===== config.mk =====
export PLATFORM = sky130hd
export DESIGN_NAME = ratio_meter
export DESIGN_NICKNAME = d
export VERILOG_FILES = /design/src/rtl/rm_pkg.sv /design/src/rtl/rm_edge_sync.sv /design/src/rtl/rm_window_counter.sv /design/src/rtl/rm_csr.sv /design/src/rtl/ratio_meter.sv
export SDC_FILE = /design/constraint.sdc
export NUM_CORES = 1
export LEC_CHECK = 0
export BUFFER_PORTS_ARGS = -buffer_cell sky130_fd_sc_hd__buf_4
export CAP_MARGIN = 20
export CORE_MARGIN = 10
export CORE_UTILIZATION = 50
export DETAILED_ROUTE_END_ITERATION = 12
export PLACE_DENSITY_LB_ADDON = 0.3
export SLEW_MARGIN = 10
export SYNTH_ARGS = -nofsm -noshare
export SYNTH_HDL_FRONTEND = slang
export SYNTH_SLANG_ARGS = --single-unit

===== constraint.sdc =====
create_clock -name clk_ref -period 2.7 [get_ports clk_ref]
set_input_delay 0.135 -clock clk_ref [delete_from_list [all_inputs] [get_ports clk_ref]]
set_output_delay 0.135 -clock clk_ref [all_outputs]
set_load 0.01 [all_outputs]

===== src/rtl/rm_pkg.sv =====
package rm_pkg;
   typedef enum logic {
      PH_IDLE  = 1'b0,
      PH_TIMING = 1'b1
   } meter_phase_e;

   localparam int unsigned DEF_RESULT_W = 13;
   localparam int unsigned DEF_WINDOW   = 4;
endpackage


===== src/rtl/rm_edge_sync.sv =====
module rm_edge_sync #(
   parameter int unsigned STAGES = 2
) (
   input  logic clk,
   input  logic rst_n,
   input  logic async_in,
   output logic rise_o
);
   generate
      if (STAGES < 2) begin : g_bad_stages
         $error("rm_edge_sync: STAGES must be at least 2");
      end
   endgenerate

   logic [STAGES-1:0] chain_q;
   logic              last_q;

   always_ff @(posedge clk) begin
      if (!rst_n) begin
         chain_q <= '0;
         last_q  <= 1'b0;
      end else begin
         chain_q <= {chain_q[STAGES-2:0], async_in};
         last_q  <= chain_q[STAGES-1];
      end
   end

   assign rise_o = chain_q[STAGES-1] & ~last_q;

   // every detected edge is a single-cycle pulse
   assert_single_pulse_R3: assert property (@(posedge clk) disable iff (!rst_n)
      rise_o |=> !rise_o);
endmodule


===== src/rtl/rm_window_counter.sv =====
module rm_window_counter
   import rm_pkg::*;
#(
   parameter int unsigned RESULT_W = DEF_RESULT_W,
   parameter int unsigned WINDOW   = DEF_WINDOW,
   parameter bit          SATURATE = 1'b1
) (
   input  logic                clk,
   input  logic                rst_n,
   input  logic                enable_i,
   input  logic                edge_i,
   output logic [RESULT_W-1:0] result_o
);
   localparam int unsigned EW = (WINDOW > 2) ? $clog2(WINDOW) : 1;
   localparam logic [RESULT_W-1:0] CNT_MAX  = {RESULT_W{1'b1}};
   localparam logic [EW-1:0]       LAST_IDX = EW'(WINDOW - 1);

   generate
      if (WINDOW < 2) begin : g_bad_window
         $error("rm_window_counter: WINDOW must be at least 2");
      end
   endgenerate

   meter_phase_e        phase_q;
   logic [EW-1:0]       seen_q;
   logic [RESULT_W-1:0] cnt_q;
   logic [RESULT_W-1:0] cnt_inc;
   logic [RESULT_W-1:0] result_q;

   generate
      if (SATURATE) begin : g_sat
         assign cnt_inc = (cnt_q == CNT_MAX) ? cnt_q : cnt_q + RESULT_W'(1);
      end else begin : g_wrap
         assign cnt_inc = cnt_q + RESULT_W'(1);
      end
   endgenerate

   always_ff @(posedge clk) begin
      if (!rst_n) begin
         phase_q  <= PH_IDLE;
         seen_q   <= '0;
         cnt_q    <= '0;
         result_q <= '0;
      end else if (!enable_i) begin
         phase_q <= PH_IDLE;
         seen_q  <= '0;
         cnt_q   <= '0;
      end else if (edge_i) begin
         if (phase_q == PH_IDLE) begin
            phase_q <= PH_TIMING;
            seen_q  <= '0;
            cnt_q   <= RESULT_W'(1);
         end else if (seen_q == LAST_IDX) begin
            result_q <= cnt_q;
            seen_q   <= '0;
            cnt_q    <= RESULT_W'(1);
         end else begin
            seen_q <= seen_q + EW'(1);
            cnt_q  <= cnt_inc;
         end
      end else if (phase_q == PH_TIMING) begin
         cnt_q <= cnt_inc;
      end
   end

   assign result_o = result_q;

   // no refresh while measurement is off
   assert_hold_when_off_R6: assert property (@(posedge clk) disable iff (!rst_n)
      !enable_i |=> $stable(result_o));

   // disabled state returns to idle with a cleared count
   assert_idle_reset_R7: assert property (@(posedge clk) disable iff (!rst_n)
      !enable_i |=> (phase_q == PH_IDLE && cnt_q == '0 && seen_q == '0));

   // the result moves only after an edge closed a window
   assert_refresh_on_edge_R5: assert property (@(posedge clk) disable iff (!rst_n)
      (result_o != $past(result_o)) |-> ($past(edge_i) && $past(enable_i)));

   // a saturated count stays pinned until the window closes
   generate
      if (SATURATE) begin : g_sat_chk
         assert_no_overflow_R4: assert property (@(posedge clk) disable iff (!rst_n)
            (enable_i && !edge_i && phase_q == PH_TIMING && cnt_q == CNT_MAX)
               |=> (!enable_i || cnt_q == CNT_MAX));
      end
   endgenerate
endmodule


===== src/rtl/rm_csr.sv =====
module rm_csr #(
   parameter int unsigned          ADDR_W   = 12,
   parameter int unsigned          DATA_W   = 32,
   parameter int unsigned          EN_BIT   = 31,
   parameter int unsigned          RESULT_W = 13,
   parameter logic [ADDR_W-1:0]    OFFSET   = 12'h66C
) (
   input  logic                clk,
   input  logic                rst_n,
   input  logic                wr_i,
   input  logic [ADDR_W-1:0]   addr_i,
   input  logic [DATA_W-1:0]   wdata_i,
   input  logic [RESULT_W-1:0] result_i,
   output logic                enable_o,
   output logic [DATA_W-1:0]   rdata_o
);
   generate
      if (EN_BIT >= DATA_W || RESULT_W > EN_BIT) begin : g_bad_layout
         $error("rm_csr: enable bit must sit above the result field inside the word");
      end
   endgenerate

   logic hit;
   logic en_q;
   logic unused_wdata;

   assign hit          = (addr_i == OFFSET);
   assign unused_wdata = ^wdata_i;

   always_ff @(posedge clk) begin
      if (!rst_n)
         en_q <= 1'b0;
      else if (wr_i && hit)
         en_q <= wdata_i[EN_BIT];
   end

   always_comb begin
      rdata_o = '0;
      if (hit) begin
         rdata_o[EN_BIT]       = en_q;
         rdata_o[RESULT_W-1:0] = result_i;
      end
   end

   assign enable_o = en_q;

   // enable follows bit 31 of a write to the word
   assert_enable_write_R2: assert property (@(posedge clk) disable iff (!rst_n)
      (wr_i && hit) |=> (enable_o == $past(wdata_i[EN_BIT])));

   // other accesses leave enable alone
   assert_enable_stable_R8: assert property (@(posedge clk) disable iff (!rst_n)
      !(wr_i && hit) |=> $stable(enable_o));

   // reserved bits never read as one
   assert_reserved_zero_R8: assert property (@(posedge clk) disable iff (!rst_n)
      rdata_o[EN_BIT-1:RESULT_W] == '0);
endmodule


===== src/rtl/ratio_meter.sv =====
module ratio_meter #(
   parameter int unsigned       ADDR_W      = 12,
   parameter int unsigned       DATA_W      = 32,
   parameter int unsigned       EN_BIT      = 31,
   parameter int unsigned       RESULT_W    = rm_pkg::DEF_RESULT_W,
   parameter int unsigned       WINDOW      = rm_pkg::DEF_WINDOW,
   parameter int unsigned       SYNC_STAGES = 2,
   parameter bit                SATURATE    = 1'b1,
   parameter logic [ADDR_W-1:0] CSR_OFFSET  = 12'h66C
) (
   input  logic              clk_ref,
   input  logic              rst_n,
   input  logic              slow_clk_async,
   input  logic              reg_wr,
   input  logic [ADDR_W-1:0] reg_addr,
   input  logic [DATA_W-1:0] reg_wdata,
   output logic [DATA_W-1:0] reg_rdata
);
   logic                slow_rise;
   logic                meas_en;
   logic [RESULT_W-1:0] ratio;

   rm_edge_sync #(.STAGES(SYNC_STAGES)) sync_i (
      .clk      (clk_ref),
      .rst_n    (rst_n),
      .async_in (slow_clk_async),
      .rise_o   (slow_rise)
   );

   rm_window_counter #(
      .RESULT_W (RESULT_W),
      .WINDOW   (WINDOW),
      .SATURATE (SATURATE)
   ) win_i (
      .clk      (clk_ref),
      .rst_n    (rst_n),
      .enable_i (meas_en),
      .edge_i   (slow_rise),
      .result_o (ratio)
   );

   rm_csr #(
      .ADDR_W   (ADDR_W),
      .DATA_W   (DATA_W),
      .EN_BIT   (EN_BIT),
      .RESULT_W (RESULT_W),
      .OFFSET   (CSR_OFFSET)
   ) csr_i (
      .clk      (clk_ref),
      .rst_n    (rst_n),
      .wr_i     (reg_wr),
      .addr_i   (reg_addr),
      .wdata_i  (reg_wdata),
      .result_i (ratio),
      .enable_o (meas_en),
      .rdata_o  (reg_rdata)
   );
endmodule


# Word level (Yosys, flattened, before mapping)
# Index checks and enable logic that the tools add are counted.
# totals
word_cells	27
register_bits	33
in_bits	48
out_inout_bits	32
# classes
bitwise	2
add_sub_neg	2
eq_ne	3
n_mux	9
reduce_logical	4
# ops
operator	count
13-bit two-way mux	6
13-bit by 1-bit adder with 13-bit output, second input constant	1
13-bit equality test, second input constant	1
12-bit by 11-bit equality test with 1-bit output, second input constant	1
2-bit two-way mux	2
4-bit AND reduction	1
2-bit by 1-bit adder with 2-bit output, second input constant	1
2-bit equality test, second input constant	1
2-bit AND reduction	1
2-bit nonzero test	1
1-bit AND	1
1-bit logical AND	1
1-bit two-way mux	1
1-bit inverter	1

# Depth between registers and ports, before layout
# Gate-level depths: netlist of the first run.
# logic_depth
word_depth	5
mapped_depth	7
mapped_depth_nobuf	5

# Cells and area by module
# From an unflattened synthesis of the first run, not the netlist that was laid out.
# unflattened
cells_unflattened	210
area_unflattened_um2	1804.2
# by_module_without_submodules
module	cells_per_inst	instances	seq_area_each_um2	area_each_um2
rm_window_counter	159	1	580.6	1376.3
rm_csr	44	1	20.0	335.3
rm_edge_sync	7	1	60.1	92.6

# Least setup slack after synthesis of the first run
# No wires, ideal clock.
# synth_path
path_kind	register to register
startpoint	register win_i.cnt_q[0]
endpoint	register win_i.cnt_q[4]
path_slack_ns	0.988
n_path_buf	0
path_stages_with_launch	6
t_arrival_ns	1.598
setup_ns	0.115
synth_period_minus_slack_ns	1.712
required_time_ns	2.585
path_cell_list	dfxtp_1 > ha_1 > nand3_2 > or4_4 > and4_4 > o21a_1
# synth_via
elab_chain_len	5
word_cells_on_any_way	7
cone_classes	add/sub: 1; eq/ne: 1; mux: 5
# synth_lines
element	line	rtl
start, declared	rm_window_counter.sv:26	logic [RESULT_W-1:0] cnt_q;
start signal, assigned	rm_window_counter.sv:59	cnt_q <= cnt_inc;
start signal, assigned	rm_window_counter.sv:62	cnt_q <= cnt_inc;
13-bit by 1-bit adder with 13-bit output or 13-bit equality test (tied branches)	rm_window_counter.sv:32	assign cnt_inc = (cnt_q == CNT_MAX) ? cnt_q : cnt_q + RESULT_W'(1);
13-bit two-way mux *	rm_window_counter.sv:32	
13-bit two-way mux	rm_window_counter.sv:53	end else if (seen_q == LAST_IDX) begin
13-bit two-way mux	rm_window_counter.sv:49	if (phase_q == PH_IDLE) begin
13-bit two-way mux *	rm_window_counter.sv:48	end else if (edge_i) begin
# Mark *: on every way between the ends. The rest lies on a longest branch, timed or not. The select of a mux whose other input is x is not followed.
# A chain may end at the register's enable or synchronous reset.

# Final worst setup path of the first run
# Ends and elaborated chain as after synthesis.

==> qor_table.md, run 1 <==
| Result | This run | Unit |
| --- | --- | --- |
| Critical path launch point type | flop | - |
| Least setup slack across all paths after layout | 0.792 | ns |
| Worst-case hold path end point | csr_i.enable_o | - |
| Via density | 5.26 | - |
| Longest individual stage delay on the worst path | 0.61 | ns |
| Ys flop type | dfxtp_1 | - |
| Top cells by instance count after synthesis | nand2_1, dfxtp_1, and2_1 | - |
| Peak supply drop | 0.318 | mV |
| Pin slew with the least headroom to its limit | 0.638 | ns |
| Detailed Route WL | 4020 | µm |
| # nets final | 302 | - |
| Area occupied by multi-input gates | 1020 | µm² |
| Main combinational cell family by area after synthesis | simple AND/OR/NAND/NOR gates | - |
| Number of max-slew violations in the final report | 0 | - |
| Area growth from synthesis to layout | 14.7 | % |
| Fmax | 524 | MHz |
| Vias in the first global route | 1,489 | - |
| Synth Area in Compound Gates | 16.9 | % |
| Series of cell instances along the critical path | ha_1 -> nand3_2 -> or4_4 -> and4_4 -> o21a_1 | - |
| Kind of cell adding the most delay to the critical path | simple AND/OR/NAND/NOR gates | - |
| Req. time, crit path | 2.94 | ns |
| Starting utilization of the core area | 53.2 | % |
| Synthesis warning total | 0 | - |
| Max-capacitance violation count | 0 | - |
| Pre-CTS setup slack | 0.804 | ns |
| Ports placed on the boundary | 80 | - |
| Bufs on Longest Clock Path | 2 | - |
| Hold path cells | 2 | - |
| Die Footprint | 6440 | µm² |
| Final TNS setup | 0 | ns |
| Final hold violation count | 0 | - |
| Combined buffer and inverter count along the critical path | 0 | - |
| Clock-pin slew on the worst setup and hold paths | 0.10 | ns |
| Setup Buffers After CTS | 0 | - |
| Share of synthesized cell area in and, or, nand and nor gates | 33.9 | % |
| Overall overflow remaining after global route | 0 | - |
| Core Area | 3420 | µm² |
| Mean instance size in the synthesized netlist | 8.04 | µm² |
| Register bit total from synthesis | 33 | - |
| Diodes inserted | 0 | - |
| Portion of the post-synthesis area used by sequential elements | 36.4 | % |
| Area fraction of the dominant cell type after synthesis | 36.4 | % |
| EDFF count, synth | 0 | - |
| Worst rel slew slack | 57.3 | % |
| Tot Pwr | 0.923 | mW |
| Final weighted congestion in routability-driven placement | 0.825 | - |
| Status | finished, final reports clean | - |
| Post-layout min period | 1.91 | ns |
| Worst endpoint data arrival time | 2.15 | ns |
| Number of DRC markers after the initial detailed-route iteration | 137 | - |
| Post-detailed-route DRC marker count | 0 | - |
| Post-synthesis share of cell area spent on xor and xnor gates | 0 | % |
| Number of cell rows | 21 | - |
| Post-Syn Area | 1820 | µm² |
| Overall via count from detail_route | 1,574 | - |
| Die X | 80.3 | µm |
| Total of endpoints with negative setup slack in the final report | 0 | - |
| Critical path peak fanout | 7 | - |
| Total power divided by cell area | 443 | nW/µm² |
| Sum of net half-perimeters after detailed placement | 3080 | µm |
| Number of I/O port buffers | 30 | - |
| Share of synthesized area spent on multiplexers | 0 | % |
| Reg-to-Reg Start | win_i.cnt_q[0] | - |
| Register cell area after layout | 661 | µm² |
| Buffer cell driving the clock tree root | clkbuf_4 | - |
| CTS buffer count | 5 | - |
| Number of fill cells in the layout | 313 | - |
| Library cell occupying the most area in the post-synthesis netlist | dfxtp_1 | - |
| Post-route ant nets | 0 | - |
| Critical-path top delay cell | or4_4 | - |
| Unrepaired setup endpoints after global routing | no | - |
| Fin crit share | 70.7 | % |
| FF-to-FF End | win_i.cnt_q[4] | - |
| Synthesized instance count | 226 | - |
| Vertical extent of the die | 80.3 | µm |
| Hold crit path type | primary input to flop | - |
| Leading cell type by number of instances after synthesis | nand2_1 | - |
| Arithmetic-cell share of the synthesized area counting full adders, half adders and majority gates | 1.38 | % |
| Antenna violations before repair | 0 | - |
| Static leakage | 0.766 | nW |
| Global-route wire length before repair | 6840 | µm |
| Maximum number of pins on one net before global-route repair | 20 | - |
| Synth cell types | 46 | - |
| TritonCTS clock tree | yes | - |
| CTS H-tree lvls | 2 | - |
| Clk_lat worst skew | 0.34 | ns |
| Worst Min Path Start | rst_n | - |
| Clock sink count | 33 | - |
| Capturing element type of the critical path | flop | - |
| Class of the most critical setup path | flop to flop | - |
| Minimum setup slack among reg-to-reg paths | 0.79 | ns |
| Setup Skew | 0.00268 | ns |
| Total global-route track usage | 13.0 | % |
| Share of synthesized flip-flops with an asynchronous set or reset | 0 | % |
| Register-to-Register Path Depth | 5 | - |
| Ratio of cells with drive above 1 in the final layout | 18.2 | % |
| Top cells by area, synth | dfxtp_1, nand2_1, buf_4, and2_1, a21boi_0 | - |
| First-pass iteration count of the detailed router | 4 | - |
| PostCTS Resize Cnt | 0 | - |
| Wire per inst | 13.4 | µm |
per-layer routing:
metal	vias up	global-route usage, %	part of all wire [%]
li1	818	-	-
met1	716	14.3	42
met2	36	22.8	50
met3	4	4.23	6.4
met4	0	4.75	1.0
met5	-	0	0
cell type report:
cell class	instances	area share, %
well taps	46	2.76
clock inverters	2	1.80
multi-input cells	176	48.7
clock buffers	6	2.46
inverters	3	0.540
flip-flops and latches	33	31.7
repair buffers	33	12.0
where the power goes:
part / internal [mW] / total, mW / switching (mW)
Clock: 0.220 / 0.390 / 0.170
Sequential: 0.488 / 0.489 / 0.000646
Combinational: 0.0220 / 0.0443 / 0.0223
Total: 0.730 / 0.923 / 0.193
metrics by stage:
stage	utilization (%)	area [µm²]	instances	hold slack, ns
final	61.0	2080	299	0.122
after global placement	58.1	1990	290	0.346
after detailed placement	58.1	1990	290	0.356
after floorplan	-	1880	243	0.262
after global routing	61.0	2080	299	0.120
after CTS	61.0	2080	299	0.111
state kept, by name, summed over array words and instances, names as in the netlist:
name / cells
sync_i.last_q: 1
win_i.result_o: 13
win_i.cnt_q: 13
csr_i.enable_o: 1
win_i.phase_q: 1
win_i.seen_q: 2
sync_i.chain_q: 2
cells by family (layout without fill, tap and decap cells):
logic type | Yosys count | count (layout)
AND/OR/NAND/NOR | 111 | 111
AO/OA/AOI/OAI | 45 | 45
buffers and inverters | 34 | 44
flip-flops | 33 | 33
adder cells (fa/ha/maj) | 2 | 2
other | 1 | 18
worst max-delay path by stage:
stage                              start             end  slack, ns  cells past startpoint
after floorplan           win_i.cnt_q[0]  win_i.cnt_q[4]       0.99                      5
after global placement       reg_addr[8]  csr_i.enable_o       0.82                      5
after detailed placement     reg_addr[8]  csr_i.enable_o       0.80                      5
after CTS                 win_i.cnt_q[0]  win_i.cnt_q[4]       0.80                      5
after global routing         reg_addr[8]    reg_rdata[5]       0.69                      5
final                     win_i.cnt_q[0]  win_i.cnt_q[4]       0.79                      5
cells in the final DEF, fill, tap and decap left out, types with 5 or more instances in the layout:
cell       n
a21boi_0  14
and2_1    19
nand3_1   14
nand4_1    5
clkbuf_4   5
conb_1    18
buf_4     32
a21oi_1    7
nand2_1   38
o21ai_0    6
dfxtp_1   33
worst reg2reg max path: stages, from the launching register on:
cell and delay (ns):
dfxtp_1 0.46, ha_1 0.25, nand3_2 0.13, or4_4 0.61
and4_4 0.21, o21a_1 0.16
what timing repair did:
item                                   in CTS  in global routing
setup endpoints to repair                   0                  0
hold buffers                                1                  0
endpoints found under the hold margin       1                  0
(Power assumes the default switching activity.)
==> run 2, diff against run 1 <==
Settings changed: CORE_UTILIZATION 50 to 42.
Clock period 2.7 ns to 1.67 ns, I/O delays scaled along.
==> qor_table.md, run 2 (synthesis gave the netlist of run 1 again) <==
| Result | This run | Unit |
| --- | --- | --- |
| Fmax | 624 | MHz |
| Buffer cell driving the clock tree root | clkbuf_8 | - |
| Max-capacitance violation count | 0 | - |
| Total global-route track usage | 12.9 | % |
| # nets final | 325 | - |
| Setup crit start | win_i.cnt_q[5] | - |
| CTS buffer count | 5 | - |
| Class of the most critical setup path | flop to flop | - |
| Commonest cells after routing, fill and taps aside | buf_4, nand2_1, dfxtp_1, and2_1, conb_1 | - |
| Via density | 5.18 | - |
| CTS H-tree lvls | 2 | - |
| Number of I/O port buffers | 30 | - |
| Least setup slack across all paths after layout | 0.0672 | ns |
| Number of DRC markers after the initial detailed-route iteration | 110 | - |
| Reg-to-Reg Start | win_i.cnt_q[5] | - |
| Switching power total | 0.342 | mW |
| Bufs on Longest Clock Path | 2 | - |
| Starting utilization of the core area | 44.5 | % |
| Unrepaired setup endpoints after global routing | yes | - |
| Antenna violations before repair | 0 | - |
| Minimum setup slack among reg-to-reg paths | 0.07 | ns |
| Capturing element type of the critical path | flop | - |
| Clock sink count | 33 | - |
| Area growth from synthesis to layout | 25.6 | % |
| Number of buffers inserted for hold repair after clock tree synthesis | 0 | - |
| Clk_lat worst skew | 0.29 | ns |
| Clock-pin slew on the worst setup and hold paths | 0.07 | ns |
| Sum of net half-perimeters after detailed placement | 3500 | µm |
| Hold crit path type | primary input to flop | - |
| Overall via count from detail_route | 1,690 | - |
| Hold slack | 0.00345 | ns |
| Setup crit end | win_i.cnt_q[4] | - |
| Die Footprint | 7360 | µm² |
| Post-detailed-route DRC marker count | 0 | - |
| Wire per inst | 14.1 | µm |
| Most common cell after layout, fill and taps aside | buf_4 | - |
| Peak supply drop | 0.597 | mV |
| Maximum number of pins on one net before global-route repair | 20 | - |
| Final weighted congestion in routability-driven placement | 0.884 | - |
| Setup Buffers After CTS | 0 | - |
| PostCTS Resize Cnt | 0 | - |
| Post-route cell area | 2280 | µm² |
| Register-to-Register Path Depth | 4 | - |
| Final hold violation count | 0 | - |
| Core utilization of the finished layout | 55.8 | % |
| Cell area after placement | 2180 | µm² |
| Vertical extent of the die | 85.8 | µm |
| Number of cell rows | 23 | - |
| Req. time, crit path | 1.86 | ns |
| Critical path launch point type | flop | - |
| Global-route wire length before repair | 8000 | µm |
| Overall overflow remaining after global route | 0 | - |
| Core Area | 4090 | µm² |
| Diodes inserted | 0 | - |
| Ratio of cells with drive above 1 in the final layout | 28.3 | % |
| Static leakage | 0.883 | nW |
| Detailed Route WL | 4590 | µm |
| Total of endpoints with negative setup slack in the final report | 0 | - |
| FF-to-FF End | win_i.cnt_q[4] | - |
| Logic gate share of total power | 4.9 | % |
| Die X | 85.8 | µm |
| Internal Power | 1.11 | mW |
| Pre-CTS setup slack | 0.0242 | ns |
| Net switching share of the total power | 23.5 | % |
| TritonCTS clock tree | yes | - |
| Worst endpoint data arrival time | 1.79 | ns |
| First-pass iteration count of the detailed router | 4 | - |
| Post-layout min period | 1.60 | ns |
| Setup Skew | 0.00622 | ns |
| Post-route ant nets | 0 | - |
| Critical path peak fanout | 4 | - |
| Status | finished, final reports clean | - |
| Vias in the first global route | 1,741 | - |
| Fin crit share | 96.0 | % |
| Clock Power Share | 40.7 | % |
| Total power divided by cell area | 638 | nW/µm² |
| Tot Pwr | 1.46 | mW |
| Number of max-slew violations in the final report | 0 | - |
| Ports placed on the boundary | 80 | - |
| Sequential share of power | 54.3 | % |
run 2: cell types whose count changed in the layout (fill, tap and decap cells not counted), sizes merged:
cell	before	now
clkinv	0	2
bufinv	1	0
clkinvlp	1	0
buf	32	56
dlygate4sd3	1	0
run 2: worst min-delay path by stage:
stage | slack (ns) | cells after the start | end | from
2_1_floorplan | 0.21 | 1 | sync_i.chain_q[0] | slow_clk_async
3_3_place_gp | 0.30 | 2 | sync_i.chain_q[0] | slow_clk_async
3_5_place_dp | 0.31 | 2 | sync_i.chain_q[0] | slow_clk_async
4_1_cts | 0.01 | 2 | sync_i.chain_q[0] | slow_clk_async
5_1_grt | 0.01 | 2 | sync_i.chain_q[0] | slow_clk_async
6_report | 0.003 | 2 | sync_i.chain_q[0] | slow_clk_async
run 2: final cells by class:
cell class,count,area [µm²]
Clock buffer,6,72.6
Clock inverter,2,10.0
Fill cell,397,1810
Inverter,3,11.3
Multi-Input combinational cell,176,1040
Sequential cell,33,664
Tap cell,50,62.6
Timing Repair Buffer,56,420
run 2: worst max-delay path, cell delays in order, from the launching register on:
cell and delay (ns):
dfxtp_1 0.41, nand3_1 0.16, or4_4 0.56, and4_4 0.21
o21a_1 0.15
run 2: per-stage QoR:
stage | setup TNS [ns] | instances
after CTS | 0 | 326
after detailed placement | 0 | 318
after global routing | -0.0248 | 326
final | 0 | 326
after floorplan | 0 | 243
after global placement | 0 | 318
run 2: per-layer routing:
metal  GRT usage (%)  up-vias  part of all wire [%]
met2            22.5       38                    49
met4            4.49        0                   1.9
met1            14.6      784                    43
met3            3.69       11                   5.0
li1                -      857                     -
met5               0        -                     0
run 2: power groups by stage:
stage / Sequential (mW) / Clock [mW] / Combinational [mW]
3_5_place_dp: 0.809 / 0 / 0.0697
4_1_cts: 0.791 / 0.594 / 0.0699
3_3_place_gp: 0.808 / 0 / 0.0686
6_report: 0.791 / 0.593 / 0.0717
5_1_grt: 0.790 / 0.633 / 0.0802
2_1_floorplan: 0.808 / 0 / 0.0687
==> run 3, diff against run 2 <==
Settings changed: ABC_CLOCK_PERIOD_IN_PS set to 1700, CORE_UTILIZATION 42 to 47, REMOVE_ABC_BUFFERS set to 1.
Clock period 1.67 ns to 1.7 ns, I/O delays scaled along.
==> qor_table.md, run 3 (synthesis gave the netlist of run 1 again) <==
| Result | This run | Unit |
| --- | --- | --- |
| Max-capacitance violation count | 0 | - |
| Buffer cell driving the clock tree root | clkbuf_8 | - |
| Worst endpoint data arrival time | 1.82 | ns |
| Critical path peak fanout | 5 | - |
| Setup crit start | win_i.cnt_q[10] | - |
| Vias in the first global route | 1,535 | - |
| First-pass iteration count of the detailed router | 4 | - |
| Wire per inst | 13.3 | µm |
| Status | finished, final reports clean | - |
| Req. time, crit path | 1.88 | ns |
| Total global-route track usage | 13.2 | % |
| Number of cell rows | 22 | - |
| Minimum setup slack among reg-to-reg paths | 0.06 | ns |
| Fin crit share | 96.8 | % |
| Commonest cells after routing, fill and taps aside | buf_4, nand2_1, dfxtp_1, and2_1, conb_1 | - |
| Detailed Route WL | 4220 | µm |
| CTS buffer count | 5 | - |
| Final hold violation count | 0 | - |
| Clock sink count | 33 | - |
| Clock-pin slew on the worst setup and hold paths | 0.06 | ns |
| Least setup slack across all paths after layout | 0.0550 | ns |
| Sum of net half-perimeters after detailed placement | 3170 | µm |
| Pre-CTS setup slack | 0.00395 | ns |
| Number of max-slew violations in the final report | 0 | - |
| Antenna violations before repair | 0 | - |
| Post-detailed-route DRC marker count | 0 | - |
| Post-route ant nets | 0 | - |
| Total power divided by cell area | 705 | nW/µm² |
| Number of fill cells in the layout | 343 | - |
| CTS H-tree lvls | 2 | - |
| Number of I/O port buffers | 30 | - |
| Starting utilization of the core area | 49.3 | % |
| Clk_lat worst skew | 0.28 | ns |
| Unrepaired setup endpoints after global routing | no | - |
| Global-route wire length before repair | 7010 | µm |
| Bufs on Longest Clock Path | 2 | - |
| Longest individual stage delay on the worst path | 0.62 | ns |
| Final weighted congestion in routability-driven placement | 0.903 | - |
| Die Footprint | 6750 | µm² |
| Core Area | 3690 | µm² |
| Core utilization of the finished layout | 61.4 | % |
| Hold crit path type | primary input to flop | - |
| Number of buffers inserted for hold repair after clock tree synthesis | 0 | - |
| # nets final | 319 | - |
| Capturing element type of the critical path | flop | - |
| Series of cell instances along the critical path | nand4_1 -> or4_4 -> and4_4 -> o21a_1 | - |
| Ratio of cells with drive above 1 in the final layout | 25.6 | % |
| Critical-path top delay cell | or4_4 | - |
| Fmax | 608 | MHz |
| Hold slack | 0.00889 | ns |
| Die X | 82.2 | µm |
| Total of endpoints with negative setup slack in the final report | 0 | - |
| Most common cell after layout, fill and taps aside | buf_4 | - |
| Final TNS setup | 0 | ns |
| Setup Skew | 0.00473 | ns |
| Peak supply drop | 0.542 | mV |
| Via density | 5.28 | - |
| Area growth from synthesis to layout | 24.6 | % |
| Cell area after placement | 2100 | µm² |
| Diodes inserted | 0 | - |
| Number of DRC markers after the initial detailed-route iteration | 75 | - |
| Critical path launch point type | flop | - |
| Post-layout min period | 1.64 | ns |
| Ports placed on the boundary | 80 | - |
| TritonCTS clock tree | yes | - |
| Reg-to-Reg Start | win_i.cnt_q[10] | - |
| Overall overflow remaining after global route | 0 | - |
| Setup crit end | win_i.cnt_q[4] | - |
| FF-to-FF End | win_i.cnt_q[4] | - |
| Post-route cell area | 2260 | µm² |
| Register-to-Register Path Depth | 4 | - |
| Vertical extent of the die | 82.2 | µm |
| Class of the most critical setup path | flop to flop | - |
| Overall via count from detail_route | 1,680 | - |
| Static leakage | 0.886 | nW |
| Maximum number of pins on one net before global-route repair | 20 | - |
## run 3: changes by cell type in the layout (fill, tap and decap cells not counted), sizes merged
| cell | delta |
|---|---|
| clkbuf | +1 |
| bufinv | +1 |
| buf | -6 |
| clkinv | -2 |
## run 3: how the worst min path moves through the flow
stage              startpoint                 to  cells after the start
6_report       slow_clk_async  sync_i.chain_q[0]                      2
2_1_floorplan           rst_n     csr_i.enable_o                      1
4_1_cts        slow_clk_async  sync_i.chain_q[0]                      2
3_5_place_dp   slow_clk_async  sync_i.chain_q[0]                      2
3_3_place_gp   slow_clk_async  sync_i.chain_q[0]                      2
5_1_grt        slow_clk_async  sync_i.chain_q[0]                      2
## run 3: power by group
| part | internal (mW) | total, mW | switching (mW) | leakage [nW] |
|---|---|---|---|---|
| combinational | 0.0346 | 0.0713 | 0.0367 | 0.560 |
| sequential | 0.776 | 0.777 | 0.000987 | 0.267 |
| clock | 0.477 | 0.748 | 0.271 | 0.0585 |
## run 3: final cells by class
| cell class | count | area, µm² | share of cell area (%) |
|---|---|---|---|
| inverters | 3 | 11.3 | 0.498 |
| clock buffers | 7 | 86.3 | 3.81 |
| clock inverters | 1 | 30.0 | 1.33 |
| flip-flops and latches | 33 | 663 | 29.3 |
| multi-input cells | 176 | 1040 | 45.9 |
| repair buffers | 50 | 373 | 16.5 |
| well taps | 48 | 60.1 | 2.65 |
## run 3: worst max-delay path: cells and delay by family, from the launching register on
family             cells  cell delay [ns]
and+or+nand+nor        3             1.01
DFF                    1             0.36
AOI/OAI and AO/OA      1             0.17
## run 3: metrics by stage
step                      std cells  power [mW]
final                           318        1.60
after global routing            318        1.66
after CTS                       315        1.62
after detailed placement        307       0.864
after global placement          307       0.863
after floorplan                 212       0.826
## run 3: repair_timing
action	in CTS	in global routing
buffers inserted	0	2
pin swaps	0	2
gates cloned	0	1
setup endpoints to repair	1	7
gates resized for setup	1	8
## run 3: metal layers
layer | wire length (µm) | up-vias | GRT usage [%]
met5 | 0 | - | 0
met2 | 1970 | 51 | 20.7
li1 | - | 850 | -
met1 | 1810 | 775 | 15.5
met3 | 390 | 4 | 5.62
met4 | 50 | 0 | 5.61
